### config.mk
export PLATFORM = sky130hd
export DESIGN_NAME = pic_cmd_regif
export DESIGN_NICKNAME = d
export VERILOG_FILES = /design/src/rtl/pic_cmd_pkg.sv /design/src/rtl/pic_cmd_decode.sv /design/src/rtl/pic_init_seq.sv /design/src/rtl/pic_read_path.sv /design/src/rtl/pic_cmd_regif.sv
export SDC_FILE = /design/constraint.sdc
export NUM_CORES = 1
export LEC_CHECK = 0
export BUFFER_PORTS_ARGS = -buffer_cell sky130_fd_sc_hd__buf_2
export CAP_MARGIN = 20
export CORE_MARGIN = 4
export CORE_UTILIZATION = 35
export CTS_CLUSTER_DIAMETER = 120
export DETAILED_ROUTE_END_ITERATION = 16
export GPL_ROUTABILITY_DRIVEN = 0
export REMOVE_ABC_BUFFERS = 1
export SLEW_MARGIN = 20
export SYNTH_ARGS = -nofsm -noshare
export SYNTH_HDL_FRONTEND = slang
export SYNTH_SLANG_ARGS = --single-unit
### constraint.sdc
create_clock -name clk -period 1.45 [get_ports clk]
set_input_delay 0.145 -clock clk [delete_from_list [all_inputs] [get_ports clk]]
set_output_delay 0.145 -clock clk [all_outputs]
set_load 0.03 [all_outputs]
### src/rtl/pic_cmd_pkg.sv
package pic_cmd_pkg;
  localparam int BYTE_W = 8;
  localparam int NLINES = 8;
  localparam int LINE_W = $clog2(NLINES);
  localparam logic [BYTE_W-1:0] VEC_MASK = 8'hF8;
  localparam logic [BYTE_W-1:0] POLL_IDLE = 8'h07;

  // command byte bit positions
  localparam int B_INIT   = 4;
  localparam int B_RDCTL  = 3;
  localparam int B_POLL   = 2;
  localparam int B_RSLD   = 1;
  localparam int B_RSVAL  = 0;
  localparam int B_SMLD   = 6;
  localparam int B_SMVAL  = 5;
  localparam int B_SINGLE = 1;
  localparam int B_LEVEL  = 3;
  localparam int B_NEED4  = 0;
  localparam int B_FNEST  = 4;
  localparam int B_AEOI   = 1;

  localparam logic [2:0] OP_ROT_CLR = 3'd0;
  localparam logic [2:0] OP_ROT_SET = 3'd4;
  localparam logic [2:0] OP_PRIO    = 3'd6;

  typedef enum logic [1:0] {
    SEQ_RUN = 2'd0,
    SEQ_W2  = 2'd1,
    SEQ_W3  = 2'd2,
    SEQ_W4  = 2'd3
  } seq_st_e;

  typedef enum logic [1:0] {
    PORT_CMD  = 2'd0,
    PORT_DATA = 2'd1,
    PORT_TRIG = 2'd2,
    PORT_NONE = 2'd3
  } port_e;

  typedef struct packed {
    logic              init;
    logic              rdctl;
    logic              op;
    logic              rot_set;
    logic              rot_clr;
    logic              eoi;
    logic              eoi_spec;
    logic              eoi_rot;
    logic              prio;
    logic              poll;
    logic              rsel_ld;
    logic              rsel_val;
    logic              smm_ld;
    logic              smm_val;
    logic              single;
    logic              level;
    logic              need3;
    logic              need4;
    logic [LINE_W-1:0] line;
  } cmd_dec_t;
endpackage

### src/rtl/pic_cmd_decode.sv
module pic_cmd_decode
  import pic_cmd_pkg::*;
(
  input  logic [BYTE_W-1:0] cmd_byte,
  output cmd_dec_t          dec
);
  logic [2:0] code;

  always_comb begin
    code         = cmd_byte[7:5];
    dec.init     = cmd_byte[B_INIT];
    dec.rdctl    = !cmd_byte[B_INIT] && cmd_byte[B_RDCTL];
    dec.op       = !cmd_byte[B_INIT] && !cmd_byte[B_RDCTL];
    dec.rot_set  = (code == OP_ROT_SET);
    dec.rot_clr  = (code == OP_ROT_CLR);
    dec.eoi      = code[0];
    dec.eoi_spec = code[1];
    dec.eoi_rot  = code[2];
    dec.prio     = (code == OP_PRIO);
    dec.poll     = cmd_byte[B_POLL];
    dec.rsel_ld  = cmd_byte[B_RSLD];
    dec.rsel_val = cmd_byte[B_RSVAL];
    dec.smm_ld   = cmd_byte[B_SMLD];
    dec.smm_val  = cmd_byte[B_SMVAL];
    dec.single   = cmd_byte[B_SINGLE];
    dec.level    = cmd_byte[B_LEVEL];
    dec.need3    = !cmd_byte[B_SINGLE];
    dec.need4    = cmd_byte[B_NEED4];
    dec.line     = cmd_byte[LINE_W-1:0];
  end
endmodule

### src/rtl/pic_init_seq.sv
module pic_init_seq
  import pic_cmd_pkg::*;
(
  input  logic              clk,
  input  logic              rst_n,
  input  logic              icw1_wr,
  input  logic              need3,
  input  logic              need4,
  input  logic              data_wr,
  input  logic [BYTE_W-1:0] wdata,
  output logic              in_init,
  output logic [BYTE_W-1:0] vec_base,
  output logic              fully_nested,
  output logic              auto_eoi
);
  seq_st_e           st_q, st_d;
  logic              n3_q, n3_d, n4_q, n4_d;
  logic [BYTE_W-1:0] vb_q, vb_d;
  logic              fn_q, fn_d, ae_q, ae_d;
  logic              seq_en;

  assign seq_en = icw1_wr || data_wr;

  always_comb begin
    st_d = st_q;
    n3_d = n3_q;
    n4_d = n4_q;
    vb_d = vb_q;
    fn_d = fn_q;
    ae_d = ae_q;
    if (icw1_wr) begin
      st_d = SEQ_W2;
      n3_d = need3;
      n4_d = need4;
      vb_d = '0;
      fn_d = 1'b0;
      ae_d = 1'b0;
    end else if (data_wr) begin
      case (st_q)
        SEQ_W2: begin
          vb_d = wdata & VEC_MASK;
          st_d = n3_q ? SEQ_W3 : (n4_q ? SEQ_W4 : SEQ_RUN);
        end
        SEQ_W3: st_d = n4_q ? SEQ_W4 : SEQ_RUN;
        SEQ_W4: begin
          fn_d = wdata[B_FNEST];
          ae_d = wdata[B_AEOI];
          st_d = SEQ_RUN;
        end
        default: st_d = st_q;
      endcase
    end
  end

  always_ff @(posedge clk or negedge rst_n) begin
    if (!rst_n) begin
      st_q <= SEQ_RUN;
      n3_q <= 1'b0;
      n4_q <= 1'b0;
      vb_q <= '0;
      fn_q <= 1'b0;
      ae_q <= 1'b0;
    end else if (seq_en) begin
      st_q <= st_d;
      n3_q <= n3_d;
      n4_q <= n4_d;
      vb_q <= vb_d;
      fn_q <= fn_d;
      ae_q <= ae_d;
    end
  end

  assign in_init      = (st_q != SEQ_RUN);
  assign vec_base     = vb_q;
  assign fully_nested = fn_q;
  assign auto_eoi     = ae_q;

  // the mode word always ends the sequence
  p_w4_ends_r3: assert property (@(posedge clk) disable iff (!rst_n)
    (st_q == SEQ_W4 && data_wr && !icw1_wr) |=> (st_q == SEQ_RUN));
  // the cascade word is only awaited when the command asked for it
  p_w3_only_if_needed_r3: assert property (@(posedge clk) disable iff (!rst_n)
    (st_q == SEQ_W2 && data_wr && !icw1_wr && !n3_q) |=> (st_q != SEQ_W3));
  // an initialization command always restarts at the vector word
  p_restart_r1: assert property (@(posedge clk) disable iff (!rst_n)
    icw1_wr |=> (st_q == SEQ_W2 && !fn_q && !ae_q));
endmodule

### src/rtl/pic_read_path.sv
module pic_read_path
  import pic_cmd_pkg::*;
(
  input  logic              clk,
  input  logic              rst_n,
  input  logic              rd_req,
  input  port_e             port,
  input  logic              read_sel,
  input  logic              poll_armed,
  input  logic [BYTE_W-1:0] mask,
  input  logic [BYTE_W-1:0] trig,
  input  logic [BYTE_W-1:0] req_in,
  input  logic [BYTE_W-1:0] svc_in,
  input  logic              pend_valid,
  input  logic [LINE_W-1:0] pend_line,
  output logic              poll_take,
  output logic [BYTE_W-1:0] rd_data,
  output logic              rd_valid,
  output logic              poll_ack,
  output logic [LINE_W-1:0] poll_line
);
  logic [BYTE_W-1:0] data_d, data_q;
  logic              ack_d, ack_q, vld_q;
  logic [LINE_W-1:0] line_q;

  always_comb begin
    data_d    = '0;
    ack_d     = 1'b0;
    poll_take = rd_req && poll_armed && (port == PORT_CMD || port == PORT_DATA);
    if (poll_take) begin
      if (pend_valid) begin
        data_d = BYTE_W'(pend_line);
        ack_d  = 1'b1;
      end else begin
        data_d = POLL_IDLE;
      end
    end else begin
      case (port)
        PORT_CMD:  data_d = read_sel ? svc_in : req_in;
        PORT_DATA: data_d = mask;
        PORT_TRIG: data_d = trig;
        default:   data_d = '0;
      endcase
    end
  end

  always_ff @(posedge clk or negedge rst_n) begin
    if (!rst_n) begin
      vld_q <= 1'b0;
      ack_q <= 1'b0;
    end else begin
      vld_q <= rd_req;
      ack_q <= ack_d;
    end
  end

  always_ff @(posedge clk or negedge rst_n) begin
    if (!rst_n) begin
      data_q <= '0;
    end else if (rd_req) begin
      data_q <= data_d;
    end
  end

  always_ff @(posedge clk or negedge rst_n) begin
    if (!rst_n) begin
      line_q <= '0;
    end else if (ack_d) begin
      line_q <= pend_line;
    end
  end

  assign rd_data   = data_q;
  assign rd_valid  = vld_q;
  assign poll_ack  = ack_q;
  assign poll_line = line_q;

  // an acknowledge only accompanies a read result
  p_ack_with_read_r10: assert property (@(posedge clk) disable iff (!rst_n)
    poll_ack |-> rd_valid);
  // an empty poll answers with the idle code
  p_poll_empty_r10: assert property (@(posedge clk) disable iff (!rst_n)
    (poll_take && !pend_valid) |=> (rd_valid && !poll_ack && rd_data == POLL_IDLE));
  // the acknowledged line is echoed in the read byte
  p_poll_line_r10: assert property (@(posedge clk) disable iff (!rst_n)
    poll_ack |-> (rd_data == BYTE_W'(poll_line)));
endmodule

### src/rtl/pic_cmd_regif.sv
module pic_cmd_regif
  import pic_cmd_pkg::*;
#(
  parameter logic [7:0] TRIG_WMASK = 8'hF8
) (
  input  logic       clk,
  input  logic       rst_n,
  input  logic       acc_en,
  input  logic       acc_wr,
  input  logic [1:0] acc_addr,
  input  logic [1:0] acc_size,
  input  logic [7:0] acc_wdata,
  output logic [7:0] rd_data,
  output logic       rd_valid,
  output logic       acc_err,
  input  logic [7:0] req_in,
  input  logic [7:0] svc_in,
  input  logic       pend_valid,
  input  logic [2:0] pend_line,
  output logic [7:0] mask_out,
  output logic [7:0] trig_out,
  output logic [7:0] vec_base,
  output logic       fully_nested,
  output logic       auto_eoi,
  output logic       rot_auto_eoi,
  output logic       spec_mask,
  output logic       init_pulse,
  output logic       eoi_pulse,
  output logic       eoi_specific,
  output logic       eoi_rotate,
  output logic       prio_pulse,
  output logic [2:0] cmd_line,
  output logic       mask_pulse,
  output logic       poll_ack,
  output logic [2:0] poll_line,
  output logic       unsup_single,
  output logic       unsup_level
);
  cmd_dec_t dec;
  port_e    port;
  logic     acc_ok, wr, rd, cmd_wr, data_wr, trig_wr, icw1_wr, mask_wr;
  logic     in_init, poll_take;

  assign port    = port_e'(acc_addr);
  assign acc_ok  = acc_en && (acc_size == 2'd0);
  assign wr      = acc_ok && acc_wr;
  assign rd      = acc_ok && !acc_wr;
  assign cmd_wr  = wr && (port == PORT_CMD);
  assign data_wr = wr && (port == PORT_DATA);
  assign trig_wr = wr && (port == PORT_TRIG);
  assign icw1_wr = cmd_wr && dec.init;
  assign mask_wr = data_wr && !in_init;

  pic_cmd_decode u_decode (
    .cmd_byte (acc_wdata),
    .dec      (dec)
  );

  pic_init_seq u_seq (
    .clk          (clk),
    .rst_n        (rst_n),
    .icw1_wr      (icw1_wr),
    .need3        (dec.need3),
    .need4        (dec.need4),
    .data_wr      (data_wr),
    .wdata        (acc_wdata),
    .in_init      (in_init),
    .vec_base     (vec_base),
    .fully_nested (fully_nested),
    .auto_eoi     (auto_eoi)
  );

  // mode and mask state
  logic [BYTE_W-1:0] mask_q, mask_d, trig_q, trig_d;
  logic              rsel_q, rsel_d, poll_q, poll_d, smm_q, smm_d, rot_q, rot_d;
  logic              mode_en;

  assign mode_en = wr || poll_take;

  always_comb begin
    mask_d = mask_q;
    trig_d = trig_q;
    rsel_d = rsel_q;
    poll_d = poll_q;
    smm_d  = smm_q;
    rot_d  = rot_q;
    if (icw1_wr) begin
      mask_d = '0;
      rsel_d = 1'b0;
      poll_d = 1'b0;
      smm_d  = 1'b0;
      rot_d  = 1'b0;
    end else begin
      if (mask_wr) mask_d = acc_wdata;
      if (cmd_wr && dec.rdctl) begin
        if (dec.poll)    poll_d = 1'b1;
        if (dec.rsel_ld) rsel_d = dec.rsel_val;
        if (dec.smm_ld)  smm_d  = dec.smm_val;
      end
      if (cmd_wr && dec.op && dec.rot_set) rot_d = 1'b1;
      if (cmd_wr && dec.op && dec.rot_clr) rot_d = 1'b0;
      if (poll_take) poll_d = 1'b0;
    end
    if (trig_wr) trig_d = acc_wdata & TRIG_WMASK;
  end

  always_ff @(posedge clk or negedge rst_n) begin
    if (!rst_n) begin
      mask_q <= '0;
      trig_q <= '0;
      rsel_q <= 1'b0;
      poll_q <= 1'b0;
      smm_q  <= 1'b0;
      rot_q  <= 1'b0;
    end else if (mode_en) begin
      mask_q <= mask_d;
      trig_q <= trig_d;
      rsel_q <= rsel_d;
      poll_q <= poll_d;
      smm_q  <= smm_d;
      rot_q  <= rot_d;
    end
  end

  // command strobes toward the resolver
  logic init_d, eoi_d, prio_d, mpulse_d, single_d, level_d, err_d;
  logic init_q, eoi_q, espec_q, erot_q, prio_q, mpulse_q, single_q, level_q, err_q;
  logic [LINE_W-1:0] line_q;

  always_comb begin
    init_d   = icw1_wr;
    eoi_d    = cmd_wr && dec.op && dec.eoi;
    prio_d   = cmd_wr && dec.op && dec.prio;
    mpulse_d = mask_wr;
    single_d = icw1_wr && dec.single;
    level_d  = icw1_wr && dec.level;
    err_d    = acc_en && (acc_size != 2'd0);
  end

  always_ff @(posedge clk or negedge rst_n) begin
    if (!rst_n) begin
      init_q   <= 1'b0;
      eoi_q    <= 1'b0;
      espec_q  <= 1'b0;
      erot_q   <= 1'b0;
      prio_q   <= 1'b0;
      mpulse_q <= 1'b0;
      single_q <= 1'b0;
      level_q  <= 1'b0;
      err_q    <= 1'b0;
    end else begin
      init_q   <= init_d;
      eoi_q    <= eoi_d;
      espec_q  <= eoi_d && dec.eoi_spec;
      erot_q   <= eoi_d && dec.eoi_rot;
      prio_q   <= prio_d;
      mpulse_q <= mpulse_d;
      single_q <= single_d;
      level_q  <= level_d;
      err_q    <= err_d;
    end
  end

  always_ff @(posedge clk or negedge rst_n) begin
    if (!rst_n) begin
      line_q <= '0;
    end else if (eoi_d || prio_d) begin
      line_q <= dec.line;
    end
  end

  pic_read_path u_read (
    .clk        (clk),
    .rst_n      (rst_n),
    .rd_req     (rd),
    .port       (port),
    .read_sel   (rsel_q),
    .poll_armed (poll_q),
    .mask       (mask_q),
    .trig       (trig_q),
    .req_in     (req_in),
    .svc_in     (svc_in),
    .pend_valid (pend_valid),
    .pend_line  (pend_line),
    .poll_take  (poll_take),
    .rd_data    (rd_data),
    .rd_valid   (rd_valid),
    .poll_ack   (poll_ack),
    .poll_line  (poll_line)
  );

  assign mask_out     = mask_q;
  assign trig_out     = trig_q;
  assign rot_auto_eoi = rot_q;
  assign spec_mask    = smm_q;
  assign init_pulse   = init_q;
  assign eoi_pulse    = eoi_q;
  assign eoi_specific = espec_q;
  assign eoi_rotate   = erot_q;
  assign prio_pulse   = prio_q;
  assign cmd_line     = line_q;
  assign mask_pulse   = mpulse_q;
  assign unsup_single = single_q;
  assign unsup_level  = level_q;
  assign acc_err      = err_q;

  // initialization command clears mask and mode flags
  p_init_clears_r1: assert property (@(posedge clk) disable iff (!rst_n)
    (acc_en && acc_wr && acc_size == 2'd0 && acc_addr == 2'd0 && acc_wdata[4])
      |=> (init_pulse && mask_out == '0 && !spec_mask && !rot_auto_eoi));
  // the mask only moves with a mask strobe or an initialization
  p_mask_source_r8: assert property (@(posedge clk) disable iff (!rst_n)
    (mask_out != $past(mask_out)) |-> (mask_pulse || init_pulse));
  // an end-of-interrupt strobe follows a command-port write
  p_eoi_from_cmd_r6: assert property (@(posedge clk) disable iff (!rst_n)
    eoi_pulse |-> $past(acc_en && acc_wr && acc_addr == 2'd0));
  // a priority strobe is never an end-of-interrupt
  p_prio_not_eoi_r7: assert property (@(posedge clk) disable iff (!rst_n)
    prio_pulse |-> !eoi_pulse);
  // unsupported-mode flags come only with an initialization
  p_unsup_with_init_r2: assert property (@(posedge clk) disable iff (!rst_n)
    (unsup_single || unsup_level) |-> init_pulse);
  // a rejected access has no visible effect
  p_err_quiet_r12: assert property (@(posedge clk) disable iff (!rst_n)
    acc_err |-> (!rd_valid && !mask_pulse && !init_pulse && !eoi_pulse && !prio_pulse));
  // trigger register only changes on a write to its address
  p_trig_stable_r11: assert property (@(posedge clk) disable iff (!rst_n)
    !(acc_en && acc_wr && acc_addr == 2'd2) |=> $stable(trig_out));
endmodule

==> results summary <==
The run finished with clean final reports. In the post-route analysis, the smallest setup slack over all paths is 107.1 ps. The number of slew-limit violations in the final report is 0.

The internal cell power is 2.727 mW. The arrival time of data at the critical path endpoint came out at 1550 ps. The most common cell after layout, fill and taps aside is buf_2. The clock period minus worst slack came out at 1343 ps. The proportion of layout cells with a drive suffix above 1 is 42.59%. For this design, the slowest cell found on the critical path is dfrtp_1. The clock edge transition at the registers on the reported setup and hold paths came out at 100 ps. At the placement stage, the worst setup path has a slack of -112.9 ps. The number of DRC markers after the initial detailed-route iteration is 116. The detailed-routing iteration count for the pre-antenna-repair pass came out at 4. The routed layout has 1,938 vias. In the layout the commonest cells are buf_2, dfrtp_1, nor2_1, buf_4, mux2i_1. The CTS root buffer is clkbuf_8. Across all hold checks on the routed design, the worst slack comes to 55.72 ps. The via count of the first global-routing pass is 1,954.

The sequential element share of the synthesized area is 54.22%. The leakage dissipation is 1.778 nW. The number of buffer and inverter instances along the worst setup path came out at 0.

Summing every instance area after synthesis gives 0.002446 mm2. The global-route congestion overflow total came out at 0. The delay of the slowest cell on the worst path came out at 440 ps. The initial standard-cell utilization of the core came out at 36.00%.

The layout net count is 352. The largest net degree at the start of global routing is 54. Summed over all instances, the cell type with the most area after synthesis is dfrtp_1. The chip width is 91.60 um. The max-capacitance violation count is 0.

The total die area came out at 0.008391 mm2. The required time reported for the critical path endpoint is 1650 ps. The part of the power in combinational logic is 25.0%. After clock tree synthesis, the repair step resized 0 gates. Dividing the detail-routed wire length by the instance count gives 14.64 um. The power density relative to cell area is 1251 mW/mm2. The critical path goes through mux2_2 > mux2i_1 > o21ai_0 > a22o_2. The total clock sinks came out at 53.

The peak clock frequency supported by timing is 0.7446 GHz. The count of port buffers added during placement is 82. The antenna diode instance count is 0.

The switching power is 1.288 mW. The number of antenna violations at the first check in global routing came out at 0. The per-instance average area after synthesis came out at 11.27 um2. The maximum fanout along the worst path is 4. Using the TritonRoute via totals, the vias-per-cell ratio works out to 4.692.

The total of hold buffers inserted after clock tree synthesis is 1. The critical path is of the reg2reg type. The floorplan step set the die height to 91.60 um. Row generation in the floorplan step produced 30 rows. The area share of the largest cell type after synthesis is 54.22%. The detail route stage leaves a number of antenna-violating nets equal to 0. The wire length reported by the detailed router came out at 6.046 mm. The number of CTS-inserted buffers is 5. The worst hold path belongs to the class in2reg. The wire length of the first global-routing pass came out at 9.853 mm. The buffer count from post-CTS setup fixing came out at 0.

The kind of cell with the highest combined delay along the critical path is multiplexers. The global-route usage over all layers came out at 14.59%. The synthesis-to-layout area growth came out at 31.20%. STA classifies the critical path startpoint as a register. In the final timing run, aggregate negative setup slack is 0 ps. CTS built an H-tree with a depth of 2. The number of register bits inferred by synthesis is 53. Setup repair after global routing left no endpoint under its margin. The maximum VDD drop is 0.3554 mV. The switching power as a share of total power is 32.08%. The number of setup violations in the final report is 0. The buffer levels on the longest clock path came out at 2. The final hold violation count is 0. The clock network burns 29.2% of the power. The count of mapped cells out of synthesis is 217. Across the routed clock network, the largest skew measured is 8.971 ps. STA classifies the critical path endpoint as a register. The part of the cycle the worst path needs is 92.62%. The part of the total power dissipated in sequential elements is 45.8%. Yosys attributes the largest share of cell area to dfrtp_1, mux2i_1, mux2_2, nor2_1, o21ai_0. The count of boundary I/O pins is 89. Clock latency on the worst-skew pair, taken at its later pin, is 300 ps. The number of warning messages in the yosys log is 0.

TritonCTS built the clock tree. Detailed placement finished with a half-perimeter wire length of 4.510 mm. The number of design rule violations left after detail routing came out at 0. The post-synthesis cell type count came out at 36. The core area came out at 0.006794 mm2.
[final timing paths]
check | startpoint | endpoint | slack [ps] | cells after the start
min in group asynchronous | rst_n | acc_err | 340 | 3
min reg2reg | u_read.poll_line[2] | u_read.poll_line[2] | 490 | 2
max in group asynchronous | rst_n | mask_out[2] | 850 | 3
max reg2reg | rsel_q | u_read.rd_data[1] | 110 | 4
max | rsel_q | u_read.rd_data[1] | 110 | 4
min | pend_line[1] | u_read.poll_line[1] | 60 | 3
[cell families after synthesis]
group / Yosys count / share of synthesized area (%)
flip-flops: 53 / 54.22
other: 1 / 0.1533
multiplexers: 36 / 15.45
AND/OR/NAND/NOR: 66 / 13.96
buffers and inverters: 24 / 5.627
AO/OA/AOI/OAI: 37 / 10.59
[power groups by stage]
stage          clock network [mW]  logic [mW]  registers [mW]
6_report                     1.17        1.00            1.84
4_1_cts                      1.20        1.02            1.84
2_1_floorplan                   0       0.313            2.15
3_3_place_gp                    0        1.00            1.86
3_5_place_dp                    0        1.01            1.86
5_1_grt                      1.26        1.09            1.86
[layout make-up]
cell class / count / area (um2)
Tap cell: 96 / 120.1
Inverter: 4 / 15.01
Clock buffer: 5 / 68.82
Fill cell: 622 / 3585
Sequential cell: 53 / 1326
Multi-Input combinational cell: 145 / 1001
Clock inverter: 3 / 65.06
Timing Repair Buffer: 107 / 613.1
[metrics by stage]
| step | instance area [um2] | util (%) | total power, mW | instances |
|---|---|---|---|---|
| CTS | 3209 | 47.24 | 4.054 | 413 |
| floorplan | 2342 | - | 2.463 | 202 |
| global route | 3209 | 47.24 | 4.213 | 413 |
| detailed placement | 3065 | 45.12 | 2.878 | 404 |
| finish | 3209 | 47.24 | 4.015 | 413 |
| global placement | 3065 | 45.12 | 2.860 | 404 |
[sequential cells by signal, indices dropped and copies added (netlist names), 2 cells and up]
register and flops:
u_read.rd_data 8, mask_out 8, cmd_line 3, trig_out 5
u_read.poll_line 3, u_seq.vec_base 5, u_seq.st_q 2
[worst register-to-register path: cells and delay by family, from the launching register on]
family	cells	cell delay [ps]
muxes	2	480
AOI/OAI and AO/OA	2	340
DFF	1	440
[synth_stat cells, drive strengths merged]
master / instances
a211oi: 2
a21oi: 3
a221o: 1
a22o: 6
a22oi: 6
a2bb2oi: 1
a41oi: 1
and2: 3
and3: 3
and4b: 2
and4bb: 1
buf: 17
clkbuf: 3
conb: 1
dfrtp: 53
inv: 4
mux2: 14
mux2i: 22
nand2: 16
nand2b: 1
nand3: 5
nand4: 2
nor2: 25
nor2b: 4
nor3: 1
nor4: 1
o21a: 1
o21ai: 15
o31ai: 1
or2: 1
or4b: 1
[layer usage]
metal  track usage [%]  routed length (um)
met3             2.983                 292
met1             19.61                2782
met2             23.62                2936
met4             4.397                  35
met5                 0                   0
Note: power is estimated with default switching activity, not from simulation.
